## src/rtl/bseq_pkg.sv

```systemverilog
package bseq_pkg;
    typedef enum logic [0:0] {
        ST_IDLE  = 1'b0,
        ST_BURST = 1'b1
    } bseq_state_e;
endpackage

```

## src/rtl/bseq_fsm.sv

```systemverilog
module bseq_fsm
    import bseq_pkg::*;
(
    input  logic        clk,
    input  logic        rst_n,
    input  logic        load,
    input  logic        adv,
    output bseq_state_e state,
    output logic        beat_clr,
    output logic        beat_inc
);
    bseq_state_e nxt;

    // State register
    always_ff @(posedge clk or negedge rst_n) begin
        if (!rst_n) state <= ST_IDLE;
        else        state <= nxt;
    end

    // Next state
    always_comb begin
        nxt = state;
        unique case (state)
            ST_IDLE:  if (load) nxt = ST_BURST;   // T_LOAD
            ST_BURST: nxt = ST_BURST;             // T_RELOAD, T_STEP, T_HOLD
            default:  nxt = ST_IDLE;
        endcase
    end

    // Outputs: a strobe outranks an advance
    always_comb begin
        beat_clr = 1'b0;
        beat_inc = 1'b0;
        unique case (state)
            ST_IDLE: begin
                beat_clr = load;
            end
            ST_BURST: begin
                beat_clr = load;
                beat_inc = !load && adv;
            end
            default: ;
        endcase
    end
endmodule

```

## src/rtl/bseq_beat_cnt.sv

```systemverilog
module bseq_beat_cnt #(
    parameter int OFS_W = 2
) (
    input  logic             clk,
    input  logic             rst_n,
    input  logic             clr,
    input  logic             inc,
    input  logic [OFS_W-1:0] start_in,
    output logic [OFS_W-1:0] start_q,
    output logic [OFS_W-1:0] beat_q
);
    localparam logic [OFS_W-1:0] ONE = OFS_W'(1);

    always_ff @(posedge clk or negedge rst_n) begin
        if (!rst_n) begin
            start_q <= '0;
            beat_q  <= '0;
        end else if (clr) begin
            start_q <= start_in;
            beat_q  <= '0;
        end else if (inc) begin
            beat_q  <= beat_q + ONE;   // wraps inside the group
        end
    end
endmodule

```

## src/rtl/bseq_map.sv

```systemverilog
module bseq_map #(
    parameter int OFS_W = 2
) (
    input  logic             active,
    input  logic             order_sel,
    input  logic [OFS_W-1:0] start_q,
    input  logic [OFS_W-1:0] beat_q,
    output logic [OFS_W-1:0] ofs,
    output logic             last
);
    logic [OFS_W-1:0] ilv_ofs;
    logic [OFS_W-1:0] lin_ofs;

    genvar b;
    generate
        for (b = 0; b < OFS_W; b++) begin : g_ilv
            assign ilv_ofs[b] = start_q[b] ^ beat_q[b];
        end
    endgenerate

    assign lin_ofs = start_q + beat_q;

    always_comb begin
        if (!active)        ofs = '0;
        else if (order_sel) ofs = ilv_ofs;
        else                ofs = lin_ofs;
        last = active && (&beat_q);
    end
endmodule

```

## src/rtl/burst_seq.sv

```systemverilog
module burst_seq
    import bseq_pkg::*;
#(
    parameter int OFS_W = 2
) (
    input  logic             clk,
    input  logic             rst_n,
    input  logic             cpu_strobe,
    input  logic             ctl_strobe,
    input  logic [OFS_W-1:0] start_ofs,
    input  logic             adv,
    input  logic             order_sel,
    output logic [OFS_W-1:0] ofs_out,
    output logic             last_beat
);
    bseq_state_e      state;
    logic             load;
    logic             beat_clr;
    logic             beat_inc;
    logic [OFS_W-1:0] start_q;
    logic [OFS_W-1:0] beat_q;

    assign load = cpu_strobe | ctl_strobe;

    bseq_fsm u_fsm (
        .clk      (clk),
        .rst_n    (rst_n),
        .load     (load),
        .adv      (adv),
        .state    (state),
        .beat_clr (beat_clr),
        .beat_inc (beat_inc)
    );

    bseq_beat_cnt #(.OFS_W(OFS_W)) u_cnt (
        .clk      (clk),
        .rst_n    (rst_n),
        .clr      (beat_clr),
        .inc      (beat_inc),
        .start_in (start_ofs),
        .start_q  (start_q),
        .beat_q   (beat_q)
    );

    bseq_map #(.OFS_W(OFS_W)) u_map (
        .active    (state == ST_BURST),
        .order_sel (order_sel),
        .start_q   (start_q),
        .beat_q    (beat_q),
        .ofs       (ofs_out),
        .last      (last_beat)
    );
endmodule

```

## config.mk

```make
export PLATFORM = sky130hd
export DESIGN_NAME = burst_seq
export DESIGN_NICKNAME = d
export VERILOG_FILES = /design/src/rtl/bseq_pkg.sv /design/src/rtl/bseq_fsm.sv /design/src/rtl/bseq_beat_cnt.sv /design/src/rtl/bseq_map.sv /design/src/rtl/burst_seq.sv
export SDC_FILE = /design/constraint.sdc
export NUM_CORES = 1
export LEC_CHECK = 0
export BUFFER_PORTS_ARGS = -buffer_cell sky130_fd_sc_hd__buf_4
export CAP_MARGIN = 5
export CORE_AREA = 2 2 39 41
export CTS_CLUSTER_DIAMETER = 50
export DETAILED_ROUTE_END_ITERATION = 6
export DIE_AREA = 0 0 41 43
export GPL_ROUTABILITY_DRIVEN = 0
export HOLD_SLACK_MARGIN = 0.05
export SETUP_SLACK_MARGIN = 0.15
export SLEW_MARGIN = 20
export SYNTH_ARGS = -nofsm -noshare
export SYNTH_HDL_FRONTEND = slang
export SYNTH_SLANG_ARGS = --single-unit
```

## constraint.sdc

```tcl
create_clock -name clk -period 1.2 [get_ports clk]
set_clock_uncertainty 0.05 [all_clocks]
set_input_delay 0.24 -clock clk [delete_from_list [all_inputs] [get_ports clk]]
set_output_delay 0.24 -clock clk [all_outputs]
set_load 0.05 [all_outputs]
```

==> run_results.csv, run 1 <==
group,metric,value,unit
status,status,"finished, violations left",
status,violations,"negative setup slack",
place,dpl_cell_area,368,um2
flow_run,drv_cap,0,
global_route,grt_max_degree,6,
route,vias,216,
floorplan,rows,14,
clock_tree,root_buffer,"clkbuf_4",
setup_path,worst_r2r_endpoint,"u_cnt.beat_q[1]",
synthesis,synth-xor-area-share,0.102,
place,dpl.cell_count,49,
sta,tightest_slew,0.185,ns
clock_tree,cts_buffers,3,
route,via_per_inst,3.86,
global_route,grt_remaining_overflow,0,
floorplan,core-area,0.00138,mm2
sta,setup_violations,4,
synthesis,synth_area,258,um2
floorplan,die_y,43,um
clock_tree,cts_max_level,1,
synthesis,yosysUniqueCellTypes,12,
place,io_buffers,10,
pwr,leakage,0.223,nW
layout,synthToLayoutAreaGrowth,88.3,%
min_path,hp-class,"in2reg",
synthesis,synth_compound_area_frac,0,
layout,stdcell_count,56,
sta,rsz0062_at_grt,"yes",
synthesis,synth_fa_ha_area_frac,0.0971,
synthesis,seq_area_frac_synth,0.485,
sta,hold_violations,0,
setup_path,max_stage_delay,0.37,ns
min_path,hold-path-endpoint,"u_cnt.beat_q[0]",
setup_path,r2r_start,"u_cnt.beat_q[0]",
layout,layout.nets,51,
synthesis,ys_ff_latch,5,
layout,drive_gt1_frac,0.700,
min_path,hp-start,"ctl_strobe",
route,drtIter0Drc,5,
synthesis,synthMuxAreaShare,0.126,
clock_tree,clk_path_buf_depth,2,
layout,insertedDiodeCount,0,
clock_tree,cts_sinks,5,
global_route,antenna_found_initial,0,
setup_path,worstRegToRegCells,5,
clock_tree,cts_tree,"yes",
route,drt_wl_total,512,um
route,ant_nets,0,
setup_path,reg2reg_slack,-0.03,ns
setup_path,cp_slowest_cell,"dfrtp_1",
sta,tns,-1.11,ns
pwr,ir_drop,0.393,mV
pwr,pwr_density_cell,1070,mW/mm2
setup_path,crit_chain,"ha_2, nor2b_4, xnor2_2, and2_4, buf_8",
synthesis,synth_simple_gate_area_frac,0.189,
route,wire_per_inst,9.14,um
global_route,grt_pass1_vias,204,
global_route,grtUsageTotal,0.0709,
setup_path,critPathRequiredTime,0.91,ns
sta,fmax,622,MHz
setup_path,start_kind,"flip-flop",
sta,slew_headroom,0.876,
floorplan,die_area,0.00176,mm2
floorplan,die-width,41,um
sta,slew_violations,0,
synthesis,synth_cells,22,
floorplan,initial_core_util,0.186,
synthesis,syn_avg_cell_area,11.7,um2
clock_tree,clk_pin_slew,0.04,ns
sta,min_period,1.61,ns
setup_path,worst-setup-path-type,"reg2out",
synthesis,synth_top_family_by_area,"simple AND/OR/NAND/NOR gates",
floorplan,ioPinCount,11,
setup_path,path_max_fanout,2,
sta,finalCritPeriodShare,1.34,
synthesis,ys.warnings.count,0,
layout,n_fill_cell,143,
clock_tree,worst_skew_pair.late_latency,0.23,ns
synthesis,syn-num-nets,32,
sta,fin_ws,-0.408,ns
layout,final_util,0.351,
setup_path,cp_data_arrival_time,1.32,ns
min_path,holdPathStages,2,
setup_path,end_kind,"primary output",
route,drc,0,
sta,hold_ws,0.138,ns
layout,fin_area,485,um2
route,first_pass_iters,2,
global_route,grt_pass1_wl,786,um
through the flow:
stage	power, mW	worst slack [ns]
finish	0.520	-0.408
global route	0.554	-0.461
CTS	0.521	-0.441
detailed placement	0.297	-0.223
global placement	0.296	-0.219
floorplan	0.255	-0.133
worst max path at each step:
stage	cells after the start	startpoint	to	slack, ns
after floorplan	4	u_cnt.beat_q[0]	ofs_out[1]	-0.13
after global placement	5	u_cnt.start_q[0]	ofs_out[1]	-0.22
after detailed placement	5	u_cnt.start_q[0]	ofs_out[1]	-0.22
after CTS	5	u_cnt.beat_q[0]	ofs_out[1]	-0.44
after global routing	5	u_cnt.start_q[0]	ofs_out[1]	-0.46
final	5	u_cnt.start_q[0]	ofs_out[1]	-0.41
layout by cell type, fill, tap and decap left out, drive strengths merged:
master	count
nor3	2
dfrtp	5
clkbuf	4
and2	3
ha	2
mux2i	1
nand2	1
or3	1
nor2	1
nor2b	1
xnor2	2
buf	13
mux2	2
xor2	1
dlygate4sd3	1
repair_timing:
item,CTS,global route
setup endpoints to repair,4,5
hold buffers,1,0
buffers inserted,2,0
endpoints found under the hold margin,5,0
gates resized for setup,11,4
pin swaps,3,3
registers in the layout, summed over array words and instances, names as in the netlist:
| register | cells |
|---|---|
| u_cnt.start_q | 2 |
| u_cnt.beat_q | 2 |
| u_fsm.state | 1 |
synthesized netlist by cell type:
master	n	area, um2
nand2_1	1	3.75
nor2b_1	1	6.26
xnor2_1	2	17.5
nor3_1	2	10.0
and2_1	3	18.8
dfrtp_1	5	125
mux2_2	2	22.5
xor2_1	1	8.76
or3_1	1	6.26
nor2_1	1	3.75
ha_1	2	25.0
mux2i_1	1	10.0
logic make-up after synthesis:
family | count (synthesis)
simple gates | 9
flops | 5
xor+xnor | 3
mux | 3
fa+ha+maj | 2
report_power, final:
part | internal (mW) | switching (mW) | total, mW | leakage [nW]
combinational | 0.0822 | 0.0677 | 0.150 | 0.148
sequential | 0.177 | 0.00607 | 0.183 | 0.0594
clock | 0.125 | 0.0617 | 0.187 | 0.0150
total | 0.385 | 0.136 | 0.520 | 0.223
worst max-delay path: cells and delay by family (launching register included):
kind                       cells  cell delay [ns]
adders and majority gates      1             0.18
buffers and inverters          1             0.13
xor gates and xnor gates       1             0.11
and+or+nand+nor                2             0.28
DFF                            1             0.37
area by class of cell:
cell class              count  area (um2)  area share
repair buffers             14         134       0.276
multi-input cells          17         180       0.371
well taps                  16        20.0      0.0412
clock buffers               4        26.3      0.0541
flip-flops and latches      5         125       0.258
routing by layer:
metal | global-route usage | share of wire | wire length (um)
met5 | 0 | 0 | 0
met1 | 0.0957 | 0.41 | 210
met3 | 0.0157 | 0.072 | 37
met2 | 0.0813 | 0.52 | 264
met4 | 0.0800 | 0 | 0
No activity file was read; power rests on OpenSTA's default activity.
==> run 2, diff against run 1 <==
- SYNTH_HIERARCHICAL: default -> 1
==> run 2 against run 1 <==
Compared with the run above:
- the flow still finishes with violations (negative setup slack)
- wire length fell by 2.1%
- synthesized cell count grew 4.5%
- critical path type unchanged
- die area stayed put
- first-iteration DRC count decreased by 100%
- via count increased by 7.4%
- sequential share of layout area down 0.26 points
- setup slack worse by 0.041 ns
- largest cell class is now buffers
==> run_results.csv, run 2 <==
group,metric,value,unit
global_route,grt_pass1_vias,218,
synthesis,syn-num-nets,32,
route,first_pass_iters,1,
setup_path,crit_start,"u_cnt/beat_q[0]",
synthesis,ys_ff_latch,5,
pwr,ir_drop,0.298,mV
global_route,met1_usage,0.0825,
setup_path,cp_num_cells,5,
sta,fin_ws,-0.449,ns
clock_tree,clk_pin_slew,0.04,ns
synthesis,syn_avg_cell_area,11.7,um2
min_path,hp-class,"in2reg",
route,via_per_inst,3.93,
sta,slew_headroom,0.882,
layout,fin_area,490,um2
synthesis,synth-edff-count,0,
sta,slew_violations,0,
clock_tree,clk_path_buf_depth,2,
sta,min_period,1.65,ns
route,ant_nets,0,
setup_path,end_kind,"primary output",
global_route,grtUsageTotal,0.0749,
route,drc,0,
floorplan,die-width,41,um
synthesis,synth_top_area_frac,0.465,
setup_path,r2r_start,"u_fsm/state",
setup_path,worst-setup-path-type,"reg2out",
setup_path,max_stage_delay,0.39,ns
synthesis,yosys-top-cells-count,"dfrtp_1 (5), xnor2_1 (3), and2_1 (2), mux2_2 (2), or2_1 (2)",
pwr,clkPwrFrac,0.394,
synthesis,ys.warnings.count,6,
floorplan,rows,14,
pwr,power_frac_seq,0.374,
place,io_buffers,10,
pwr,pwr-share-comb,0.232,
synthesis,synth_cells,23,
setup_path,cp_slowest_cell,"dfrtp_1",
synthesis,ys.flop_type,"dfrtp_1",
clock_tree,cts_sinks,5,
floorplan,die_y,43,um
sta,finalCritPeriodShare,1.37,
setup_path,crit_path_end,"ofs_out[1]",
pwr,intPower,0.365,mW
clock_tree,root_buffer,"clkbuf_4",
status,status,"finished, violations left",
pwr,pwr_density_cell,981,mW/mm2
global_route,antenna_found_initial,0,
floorplan,core-area,0.00138,mm2
layout,synthToLayoutAreaGrowth,82.3,%
layout,drive_gt1_frac,0.651,
synthesis,synthArstFlopShare,1.00,
global_route,grt_use_met2,0.0938,
global_route,grt-busiest-layer,"met2",
place,dpl_cell_area,387,um2
floorplan,ioPinCount,11,
synthesis,synth_area,269,um2
sta,hold_violations,0,
sta,tightest_slew,0.176,ns
floorplan,initial_core_util,0.194,
layout,layout.nets,53,
setup_path,worst_r2r_endpoint,"u_cnt/beat_q[1]",
floorplan,die_area,0.00176,mm2
setup_path,start_kind,"flip-flop",
pwr,switchingPower,0.117,mW
setup_path,path_max_fanout,2,
layout,insertedDiodeCount,0,
place,place_worst_setup_slack,-0.216,ns
setup_path,critPathRequiredTime,0.91,ns
synthesis,synth_most_common_cell,"dfrtp_1",
setup_path,cp_num_buf_inv,1,
clock_tree,cts_buffers,3,
synthesis,yosysUniqueCellTypes,14,
route,wire_per_inst,8.49,um
status,violations,"negative setup slack",
sta,tns,-0.878,ns
sta,setup_violations,3,
setup_path,cp_data_arrival_time,1.36,ns
global_route,grt_max_degree,6,
synthesis,seq_area_frac_synth,0.465,
flow_run,drv_cap,0,
global_route,grt_pass1_wl,786,um
sta,rsz0062_at_grt,"yes",
route,vias,232,
setup_path,crit_chain,"ha_2, nor2b_1, xnor2_1, and2_4, buf_8",
clock_tree,cts_max_level,1,
sta,fmax,607,MHz
global_route,grt_remaining_overflow,0,
synthesis,synth.area.top_cells,"dfrtp_1 (47%), xnor2_1 (9.8%), mux2_2 (8.4%)",
setup_path,crit_family,"flip-flops",
clock_tree,cts_tree,"yes",
pwr,switching_share,0.242,
layout,final_cell_mix,"buf_4 (11), dfrtp_1 (5), clkbuf_4 (3), buf_8 (3)",
layout,final_common_cell,"buf_4",
setup_path,worstRegToRegCells,4,
clock_tree,worst_skew_pair.late_latency,0.24,ns
pwr,leakage,0.219,nW
route,drt_wl_total,501,um
global_route,use_met3,0.0366,
setup_path,reg2reg_slack,0.03,ns
route,drtIter0Drc,0,
synthesis,synth.largest_area_cell,"dfrtp_1",
layout,largestRegisters,"u_cnt/beat_q x2, u_cnt/start_q x2, u_fsm/state x1",
## run 2: what timing repair did
item	in CTS	in global routing
endpoints found under the hold margin	5	0
pin swaps	2	3
buffers inserted	1	2
hold buffers	1	0
cloned	0	0
resized for setup	5	6
setup endpoints to repair	4	5
## run 2: cells by family after synthesis
logic type,count (synthesis),share of synthesized area
adders and majority gates,1,0.0465
DFF,5,0.465
AOI/OAI and AO/OA,2,0.0558
muxes,2,0.0837
buffers and inverters,1,0.0279
xor gates and xnor gates,3,0.0977
and+or+nand+nor,9,0.223
## run 2: per-stage QoR
step | power [mW] | hold WS (ns) | instances | utilization
after floorplan | 0.241 | -0.106 | 23 | -
after global placement | 0.275 | -0.00806 | 51 | 0.279
after detailed placement | 0.275 | -0.00753 | 51 | 0.279
after CTS | 0.488 | 0.177 | 57 | 0.325
after global routing | 0.505 | 0.182 | 59 | 0.354
final | 0.481 | 0.185 | 59 | 0.354
## run 2: worst min path at each step
stage                             to          from  cells past startpoint  slack, ns
floorplan            u_cnt/beat_q[0]         rst_n                      0      -0.11
global placement    u_cnt/start_q[1]         rst_n                      1     -0.008
detailed placement  u_cnt/start_q[0]         rst_n                      1     -0.008
CTS                 u_cnt/start_q[0]  start_ofs[0]                      2       0.18
global route        u_cnt/start_q[0]  start_ofs[0]                      2       0.18
finish              u_cnt/start_q[0]  start_ofs[0]                      2       0.18
## run 2: layout make-up
class	instances	area [um2]
well taps	16	20.0
clock buffers	4	26.3
flip-flops and latches	5	125
repair buffers	17	160
fillers	143	893
multi-input cells	17	159
## run 2: worst register-to-register path, cell delays in order (launching register included)
cell	delay, ns
dfrtp_1	0.41
buf_4	0.15
and3b_2	0.22
a21bo_1	0.18
a21oi_2	0.10
## run 2: layer usage
metal,part of all wire,wire length (um)
met5,0,0
met4,0,0
met3,0.12,61
met2,0.52,261
met1,0.36,179
## run 2: power groups by stage
stage,Sequential [mW],Combinational [mW],Clock [mW]
4_1_cts,0.180,0.108,0.200
3_5_place_dp,0.182,0.0927,0
2_1_floorplan,0.182,0.0589,0
5_1_grt,0.181,0.120,0.204
3_3_place_gp,0.182,0.0933,0
6_report,0.180,0.112,0.189
